## config.mk

```make
export PLATFORM = sky130hd
export DESIGN_NAME = poly_resampler
export DESIGN_NICKNAME = d
export VERILOG_FILES = /design/src/rtl/rsmp_pkg.sv /design/src/rtl/rsmp_control.sv /design/src/rtl/rsmp_datapath.sv /design/src/rtl/poly_resampler.sv
export SDC_FILE = /design/constraint.sdc
export NUM_CORES = 2
export LEC_CHECK = 0
export BUFFER_PORTS_ARGS = -buffer_cell sky130_fd_sc_hd__buf_2
export CAP_MARGIN = 20
export CELL_PAD_IN_SITES_DETAIL_PLACEMENT = 0
export CELL_PAD_IN_SITES_GLOBAL_PLACEMENT = 1
export CORE_AREA = 2 2 308 310
export DETAILED_ROUTE_END_ITERATION = 8
export DIE_AREA = 0 0 310 312
export HOLD_SLACK_MARGIN = 0.15
export PLACE_DENSITY = 0.93
export SYNTH_ARGS = -nofsm -noshare
export SYNTH_HDL_FRONTEND = slang
export SYNTH_SLANG_ARGS = --single-unit
```

## constraint.sdc

```tcl
create_clock -name clk -period 25.1 [get_ports clk]
set_input_delay 5.02 -clock clk [delete_from_list [all_inputs] [get_ports clk]]
set_output_delay 5.02 -clock clk [all_outputs]
set_load 0.005 [all_outputs]
```

## src/rtl/rsmp_pkg.sv

```systemverilog
package rsmp_pkg;

  // Strobes from the sequencer to the datapath.
  typedef struct packed {
    logic load;     // shift dataIn into the history
    logic compute;  // form one output with the current phase
  } rsmpStrobe_t;

  // Constant low-pass prototype: a parabolic window, exactly symmetric.
  function automatic int coefVal(input int k, input int nTaps, input int scale);
    return (k + 1) * (nTaps - k) * scale;
  endfunction

endpackage

```

## src/rtl/rsmp_control.sv

```systemverilog
module rsmp_control #(
  parameter int INTERP = 5,
  parameter int DECIM  = 2,
  parameter int PH_W   = $clog2(INTERP)
) (
  input  logic                   clk,
  input  logic                   rst,
  input  logic                   request,
  input  logic                   validIn,
  output logic                   readyOut,
  output logic                   needSample,
  output logic [PH_W-1:0]        phase,
  output rsmp_pkg::rsmpStrobe_t  strobe
);

  localparam int SUM_W = PH_W + 1;

  logic            readyQ;
  logic [SUM_W-1:0] phaseSum;
  logic            wraps;

  assign readyOut = needSample & ~readyQ;

  always_comb begin
    strobe.load    = needSample & validIn;
    strobe.compute = request & ~needSample;
    phaseSum       = {1'b0, phase} + SUM_W'(DECIM);
    wraps          = (phaseSum >= SUM_W'(INTERP));
  end

  always_ff @(posedge clk) begin
    if (rst) begin
      needSample <= 1'b1;
      readyQ     <= 1'b0;
      phase      <= '0;
    end else begin
      readyQ <= readyOut;
      if (strobe.load) begin
        needSample <= 1'b0;
      end else if (strobe.compute) begin
        if (wraps) begin
          phase      <= PH_W'(phaseSum - SUM_W'(INTERP));
          needSample <= 1'b1;
        end else begin
          phase <= PH_W'(phaseSum);
        end
      end
    end
  end

endmodule

```

## src/rtl/rsmp_datapath.sv

```systemverilog
module rsmp_datapath #(
  parameter int DATA_W     = 16,
  parameter int COEF_W     = 16,
  parameter int FRAC_W     = 15,
  parameter int INTERP     = 5,
  parameter int NTAPS      = 40,
  parameter int COEF_SCALE = 32,
  parameter int PH_W       = $clog2(INTERP)
) (
  input  logic                         clk,
  input  logic                         rst,
  input  rsmp_pkg::rsmpStrobe_t        strobe,
  input  logic [PH_W-1:0]              phase,
  input  logic signed [DATA_W-1:0]     dataIn,
  output logic signed [DATA_W-1:0]     dataOut,
  output logic                         validOut
);

  localparam int TPP   = NTAPS / INTERP;
  localparam int ACC_W = DATA_W + COEF_W + $clog2(TPP) + 1;
  localparam int IDX_W = $clog2(NTAPS);
  localparam logic signed [ACC_W-1:0] MAXV = ACC_W'((2 ** (DATA_W - 1)) - 1);
  localparam logic signed [ACC_W-1:0] MINV = -ACC_W'(2 ** (DATA_W - 1));
  localparam logic signed [ACC_W-1:0] HALF = ACC_W'(2 ** (FRAC_W - 1));

  logic signed [COEF_W-1:0] coefTab [NTAPS];
  logic signed [DATA_W-1:0] hist [TPP];
  logic signed [ACC_W-1:0]  acc, rounded, shifted;
  logic signed [DATA_W-1:0] satVal;
  logic [IDX_W-1:0]         idx;

  for (genvar k = 0; k < NTAPS; k++) begin : g_coef
    assign coefTab[k] = COEF_W'(rsmp_pkg::coefVal(k, NTAPS, COEF_SCALE));
  end

  // Newest sample sits in hist[0]; phase p pairs it with h[p].
  always_comb begin
    acc = '0;
    idx = '0;
    for (int j = 0; j < TPP; j++) begin
      idx = IDX_W'(phase) + IDX_W'(INTERP * j);
      acc = acc + ACC_W'(coefTab[idx]) * ACC_W'(hist[j]);
    end
    rounded = acc + HALF;
    shifted = rounded >>> FRAC_W;
    if (shifted > MAXV)      satVal = MAXV[DATA_W-1:0];
    else if (shifted < MINV) satVal = MINV[DATA_W-1:0];
    else                     satVal = shifted[DATA_W-1:0];
  end

  always_ff @(posedge clk) begin
    if (rst) begin
      for (int j = 0; j < TPP; j++) hist[j] <= '0;
    end else if (strobe.load) begin
      hist[0] <= dataIn;
      for (int j = 1; j < TPP; j++) hist[j] <= hist[j-1];
    end
  end

  always_ff @(posedge clk) begin
    if (rst) begin
      dataOut  <= '0;
      validOut <= 1'b0;
    end else begin
      validOut <= strobe.compute;
      if (strobe.compute) dataOut <= satVal;
    end
  end

endmodule

```

## src/rtl/poly_resampler.sv

```systemverilog
module poly_resampler #(
  parameter int DATA_W     = 16,
  parameter int COEF_W     = 16,
  parameter int FRAC_W     = 15,
  parameter int INTERP     = 5,
  parameter int DECIM      = 2,
  parameter int NTAPS      = 40,
  parameter int COEF_SCALE = 32
) (
  input  logic                     clk,
  input  logic                     rst,
  input  logic signed [DATA_W-1:0] dataIn,
  input  logic                     validIn,
  output logic                     readyOut,
  input  logic                     request,
  output logic signed [DATA_W-1:0] dataOut,
  output logic                     validOut
);

  localparam int PH_W = $clog2(INTERP);

  rsmp_pkg::rsmpStrobe_t strobe;
  logic [PH_W-1:0]       phase;
  logic                  needSample;

  rsmp_control #(
    .INTERP(INTERP), .DECIM(DECIM), .PH_W(PH_W)
  ) u_ctrl (
    .clk(clk), .rst(rst), .request(request), .validIn(validIn),
    .readyOut(readyOut), .needSample(needSample), .phase(phase), .strobe(strobe)
  );

  rsmp_datapath #(
    .DATA_W(DATA_W), .COEF_W(COEF_W), .FRAC_W(FRAC_W), .INTERP(INTERP),
    .NTAPS(NTAPS), .COEF_SCALE(COEF_SCALE), .PH_W(PH_W)
  ) u_dp (
    .clk(clk), .rst(rst), .strobe(strobe), .phase(phase), .dataIn(dataIn),
    .dataOut(dataOut), .validOut(validOut)
  );

endmodule

```

# Word-level counts from Yosys, hierarchy flattened
# Memories as Yosys holds them, arrays and structs flattened.
# Index checks and enable logic that the tools add are counted.
[op_classes]
n_bitwise = 22
add_sub_neg = 17
n_reduce_logical = 4
muxes = 35
multipliers = 8
n_lt_le_gt_ge = 11
[op_table]
columns = ["operator", "n"]
rows = [
  ["$mux W16", 26],
  ["$mul A16 B16 Y32", 8],
  ["$add A36 B36 Y36", 7],
  ["$ge A7 B7 Y1 const B", 8],
  ["$not A6 Y7", 7],
  ["$add A36 B16 Y36 const B", 1],
  ["$gt A21 B16 Y1 const B", 1],
  ["$lt A21 B16 Y1 const B", 1],
  ["$add A3 B5 Y6 const B", 3],
  ["$add A3 B4 Y5 const B", 2],
  ["$mux W1", 8],
  ["$or A1 B1 Y1", 8],
  ["$not A3 Y7", 1],
  ["$add A3 B6 Y6 const B", 1],
  ["$add A3 B2 Y4 const B", 1],
  ["$add A3 B3 Y4 const B", 1],
  ["$ge A4 B3 Y1 const B", 1],
  ["$reduce_and A2 Y1", 2],
  ["$reduce_bool A2 Y1", 2],
  ["$and A1 B1 Y1", 3],
  ["$mux W3", 1],
  ["$not A1 Y1", 3],
  ["$sub A3 B3 Y3 const B", 1],
]
[word_totals]
romBits = 8192
memories = 9
output_inout_bits = 18
ff_bits = 22
ram_bits = 128
elab_cells = 111
[memory_table]
columns = ["name", "words", "width", "read_ports", "rd_clocked_by_memory_dff", "write_ports", "line", "text"]
rows = [
  ["(no name shown)", 64, 16, 1, 0, 0, "rsmp_datapath.sv:42", "acc = acc + ACC_W'(coefTab[idx]) * ACC_W'(hist[j]);"],
  ["(no name shown)", 64, 16, 1, 0, 0, "rsmp_datapath.sv:42", ""],
  ["(no name shown)", 64, 16, 1, 0, 0, "rsmp_datapath.sv:42", ""],
  ["(no name shown)", 64, 16, 1, 0, 0, "rsmp_datapath.sv:42", ""],
  ["(no name shown)", 64, 16, 1, 0, 0, "rsmp_datapath.sv:42", ""],
  ["(no name shown)", 64, 16, 1, 0, 0, "rsmp_datapath.sv:42", ""],
  ["3 more memories", "n/a", "n/a", "n/a", "n/a", "n/a", "n/a", ""],
]

# Longest topological paths before layout
[depth]
word_depth = 17
ltp_mapped = 52
ltp_nobuf = 48

# By module
# From an unflattened synthesis, not the netlist that was laid out.
[hier_totals]
cells_unflattened = 4827
hier_area_um2 = 47624.4
[by_module_without_submodules]
columns = ["mod", "cells_each", "area_per_inst_um2", "n_inst"]
rows = [
  ["rsmp_datapath", 4794, 47330.4, 1],
  ["rsmp_control", 33, 294.0, 1],
]

# Worst setup path after synthesis
# OpenSTA, ideal clock, no wires.
[synth_path]
path_kind = "reg2reg"
from = "register u_ctrl.phase[0]"
to = "register u_dp.dataOut[0]"
path_slack_ns = 12.147
arrival_time_ns = 12.819
stages_incl_launch_ff = 51
synth_period_minus_slack_ns = 12.953
setup_ns = 0.134
cell_sequence = "dfxtp_1 > clkinv_1 > clkbuf_1 > ha_1 > clkbuf_1 > clkinv_1 > clkbuf_1 > ha_1 > a21oi_1 > o21ai_0 > clkbuf_1 > nand2_1 > fa_1 > inv_1 > fa_1 > fa_1 > inv_1 > fa_1 > [15 not listed] > fa_1 > inv_1 > fa_1 > fa_1 > inv_1 > fa_1 > inv_1 > ha_1 > nand3_1 > or4_1 > o21ai_1 > o21ai_1 > and4bb_2 > a211oi_2 > a21oi_1 > nor2_2 > buf_4 > a211oi_1"
[synth_via]
elab_chain_cells = 17
word_cells_on_any_way = 59
cone_classes = "add/sub: 15; mul: 8; order compare: 2; mux: 18; bitwise: 8; memory: 8"
[synth_lines]
columns = ["item", "line", "text"]
rows = [
  ["start, declared", "rsmp_control.sv:12", "output logic [PH_W-1:0] phase,"],
  ["start signal, assigned", "rsmp_control.sv:42", "phase <= PH_W'(phaseSum - SUM_W'(INTERP));"],
  ["start signal, assigned", "rsmp_control.sv:45", "phase <= PH_W'(phaseSum);"],
  ["$add A3 B3 Y4", "rsmp_datapath.sv:41", "idx = IDX_W'(phase) + IDX_W'(INTERP * j);"],
  ["$not A6 Y7 (not written as such)", "rsmp_datapath.sv:42", ""],
  ["$mem_v2 Z64 W16", "n/a", ""],
  ["$mux W16 (not written as such) (2 in a row)", "rsmp_datapath.sv:42", ""],
  ["$mul A16 B16 Y32", "rsmp_datapath.sv:42", ""],
  ["$add A36 B36 Y36 (6 in a row)", "rsmp_datapath.sv:42", ""],
  ["$add A36 B36 Y36 (*)", "rsmp_datapath.sv:42", ""],
  ["$add A36 B16 Y36 (*)", "rsmp_datapath.sv:44", "rounded = acc + HALF;"],
  ["$lt A21 B16 Y1", "rsmp_datapath.sv:47", "else if (shifted < MINV) satVal = MINV[DATA_W-1:0];"],
  ["$mux W16", "rsmp_datapath.sv:47", ""],
  ["$mux W16 (*)", "rsmp_datapath.sv:46", "if (shifted > MAXV) satVal = MAXV[DATA_W-1:0];"],
  ["end signal, assigned", "rsmp_datapath.sv:66", "if (strobe.compute) dataOut <= satVal;"],
  ["end, declared", "rsmp_datapath.sv:15", "output logic signed [DATA_W-1:0] dataOut,"],
]
# Mark *: on every way between the ends. The rest lies on a longest branch, timed or not. The select of a mux whose other input is x is not followed.
# A chain may end at the register's enable or synchronous reset.

# Worst setup path in the final report
[layout_path]
from = "register u_ctrl.phase[1]"
to = "register u_dp.dataOut[5]"
# Same word-level chain as after synthesis.

==> out/metrics.cfg <==
[global_route]
maximum_number_of_pins_on_one_net_before_global_route_repair=80
groute.usage.overall=0.287
vias_in_the_first_global_route=38900
initial_antenna_violation_count=3
globalRouteOverflowTotal=0
wire_length_of_the_first_global_routing_pass_um=213000

[sta]
worst_rel_slew_slack=0.241
max_clock_freq_mhz=69.6
setup_viol=0
worst_case_hold_slack_ps=469
final.setup.tns_ps=0
grt_setup_unrepaired=no
layout_worst_path_cycle_share=0.572
layout_min_cycle_time_ps=14360
skew_ps=11.6
timing_max_transition_violations_final=0
report.final.hold_viol_count=0
max_slew.worst_pin.slew_ps=1130

[yosys]
synth.largest_area_cell=sky130_fd_sc_hd__fa_1
fraction_of_post_synthesis_cell_area_in_the_top_cell_type_by_area=0.339
flop_and_latch_count_out_of_synthesis=150
synth-edff-count=128
postSynthAreaPerCell_sq_um=9.22
synth_ff_type=sky130_fd_sc_hd__edfxtp_1
synthCells=5532
ys_top_cells_by_area=sky130_fd_sc_hd__fa_1, sky130_fd_sc_hd__ha_1, sky130_fd_sc_hd__inv_1, sky130_fd_sc_hd__edfxtp_1, sky130_fd_sc_hd__and2_1
yosysMostFrequentCell=sky130_fd_sc_hd__inv_1
yosysWarningCount=0
synth-async-reset-ratio=0
synthDistinctLibCells=75
yosys-top-cells-count=sky130_fd_sc_hd__inv_1, sky130_fd_sc_hd__ha_1, sky130_fd_sc_hd__fa_1
ys_seq_area_frac=0.0840
netlist_area_sq_mm=0.0510

[place]
dp_cells=6719
place_hpwl_um=109000
routabilityCongestion=0.999
placement.io_buffers=37

[die]
initial_utilization=0.548
core_region_area_sq_mm=0.0930
num_io_pins=38
row_count=112
design.die.area_sq_mm=0.0967
die-width_um=310
die_h_um=312

[detailed_routing]
antenna_violating_nets_post_route=0
route.vias.total=37300
detail_route.drc_violations=0
drt_first_pass_iters=6
detail_route.wl_per_cell_um=19.6
detail_route.iter0.violations=2722
routed_wirelength_um=132000
viasPerCell=5.52

[worst_setup_path]
worst-endpoint-required_ps=25470
critical-path-slowest-cell=sky130_fd_sc_hd__ha_4
cp-start-kind=flop
max_stage_delay_ps=760
critPathMaxFanout=42
critPathKind=flop to flop
worst_setup_path_end_kind=flop
path_common_cell=sky130_fd_sc_hd__fa_1
arrival_ps=14730

[clock_network]
tritoncts_clock_tree=yes
cts_num_sinks=150
clock_latency_ps=530
ctsHtreeMaxLevel=4
clk_path_buf_depth=2
cts_root_buffer=sky130_fd_sc_hd__clkbuf_16
ctsHoldBuffers=0
cts.repair_timing.setup_buffer_count=0
cts_repair_resize_count=0
clkSlewWorstSetupHoldPaths_ps=80
cts_buffers=17

[cells_and_area]
syn2layout_area_growth_pct=4.43
drive_above_1_share=0.0300
final_cell_count_no_fill=6751
post-route-util=0.573
layout.nets=7314
antenna_diode_count=0

[outcome]
run_status=complete, no violations

[min_path]
hold_path.class=flop to flop

[job]
timing.max_cap.violations=0

==> per-layer routing <==
metal | up-vias | track usage | part of all wire
li1 | 17000 | - | -
met1 | 18700 | 0.395 | 0.42
met2 | 1333 | 0.439 | 0.45
met3 | 241 | 0.0714 | 0.090
met4 | 4 | 0.107 | 0.041
met5 | - | 0 | 0.00018
==> area by class of cell <==
| class | count | area, sq um |
|---|---|---|
| clock buffers | 17 | 425 |
| clock inverters | 14 | 223 |
| fillers | 8322 | 39800 |
| inverters | 1268 | 4760 |
| multi-input cells | 3965 | 41500 |
| flip-flops and latches | 150 | 4280 |
| well taps | 1254 | 1570 |
| repair buffers | 83 | 534 |
==> state kept, by name, summed over array words and instances, names as in the netlist <==
| name | cells |
|---|---|
| u_ctrl.needSample | 1 |
| u_ctrl.readyQ | 1 |
| u_ctrl.phase | 3 |
| u_dp.dataOut | 16 |
| u_dp.hist | 128 |
| u_dp.validOut | 1 |
==> worst paths after layout <==
path | from | endpoint | slack (ps) | depth (start not counted)
setup / recovery | u_ctrl.phase[1] | u_dp.dataOut[5] | 10740 | 46
hold / removal | u_dp.dataOut[15] | u_dp.dataOut[15] | 470 | 2
setup reg to reg | u_ctrl.phase[1] | u_dp.dataOut[5] | 10740 | 46
hold reg to reg | u_dp.dataOut[15] | u_dp.dataOut[15] | 470 | 2
==> per-stage QoR <==
stage / cell area (sq um) / worst slack (ps)
2_1_floorplan: 51000 / 12150
3_3_place_gp: 52600 / 11140
3_5_place_dp: 52600 / 10960
4_1_cts: 53300 / 10890
5_1_grt: 53300 / 9790
6_report: 53300 / 10740
==> layout by cell type, fill, tap and decap left out, types with 5 or more instances in the layout <==
cell type and instances:
sky130_fd_sc_hd__inv_1 1266, sky130_fd_sc_hd__ha_1 943, sky130_fd_sc_hd__fa_1 864, sky130_fd_sc_hd__nand2_1 525, sky130_fd_sc_hd__and2_1 442, sky130_fd_sc_hd__nor2_1 171, sky130_fd_sc_hd__a21oi_1 152, sky130_fd_sc_hd__edfxtp_1 128
sky130_fd_sc_hd__xnor2_1 125, sky130_fd_sc_hd__nor2b_1 103, sky130_fd_sc_hd__xor2_1 76, sky130_fd_sc_hd__o21ai_0 76, sky130_fd_sc_hd__nand2b_1 73, sky130_fd_sc_hd__a21o_1 52, sky130_fd_sc_hd__nor3_1 52, sky130_fd_sc_hd__buf_4 45
sky130_fd_sc_hd__buf_2 37, sky130_fd_sc_hd__nand3_1 29, sky130_fd_sc_hd__o21a_1 28, sky130_fd_sc_hd__a211oi_1 27, sky130_fd_sc_hd__and3_1 22, sky130_fd_sc_hd__dfxtp_1 22, sky130_fd_sc_hd__a31oi_1 20, sky130_fd_sc_hd__o21bai_1 20
sky130_fd_sc_hd__or2_2 18, sky130_fd_sc_hd__clkbuf_16 17, sky130_fd_sc_hd__or3_1 16, sky130_fd_sc_hd__nand4_1 12, sky130_fd_sc_hd__a211o_1 9, sky130_fd_sc_hd__o211ai_1 9, sky130_fd_sc_hd__a21oi_2 7, sky130_fd_sc_hd__o21ai_1 7
sky130_fd_sc_hd__bufinv_16 5
==> worst max-delay path: cells and delay by family, from the launching register on <==
kind / cells / cell delay [ps]
DFF: 1 / 690
and+or+nand+nor: 9 / 2560
xor gates and xnor gates: 1 / 340
buffers and inverters: 11 / 1390
AOI/OAI and AO/OA: 11 / 2490
adders and majority gates: 14 / 6720
==> kinds of logic (layout without fill, tap and decap cells) <==
family	count (synthesis)	after routing	share of synthesized area
and+or+nand+nor	1480	1480	0.146
muxes	5	5	0.00101
xor gates and xnor gates	204	204	0.0350
adders and majority gates	1809	1809	0.571
other	1	2	0.0000735
buffers and inverters	1418	1382	0.104
AOI/OAI and AO/OA	465	465	0.0589
DFF	150	150	0.0840
Power is not shown: default switching activity piles up to over one toggle a cycle in this logic, so the estimate is an artifact.
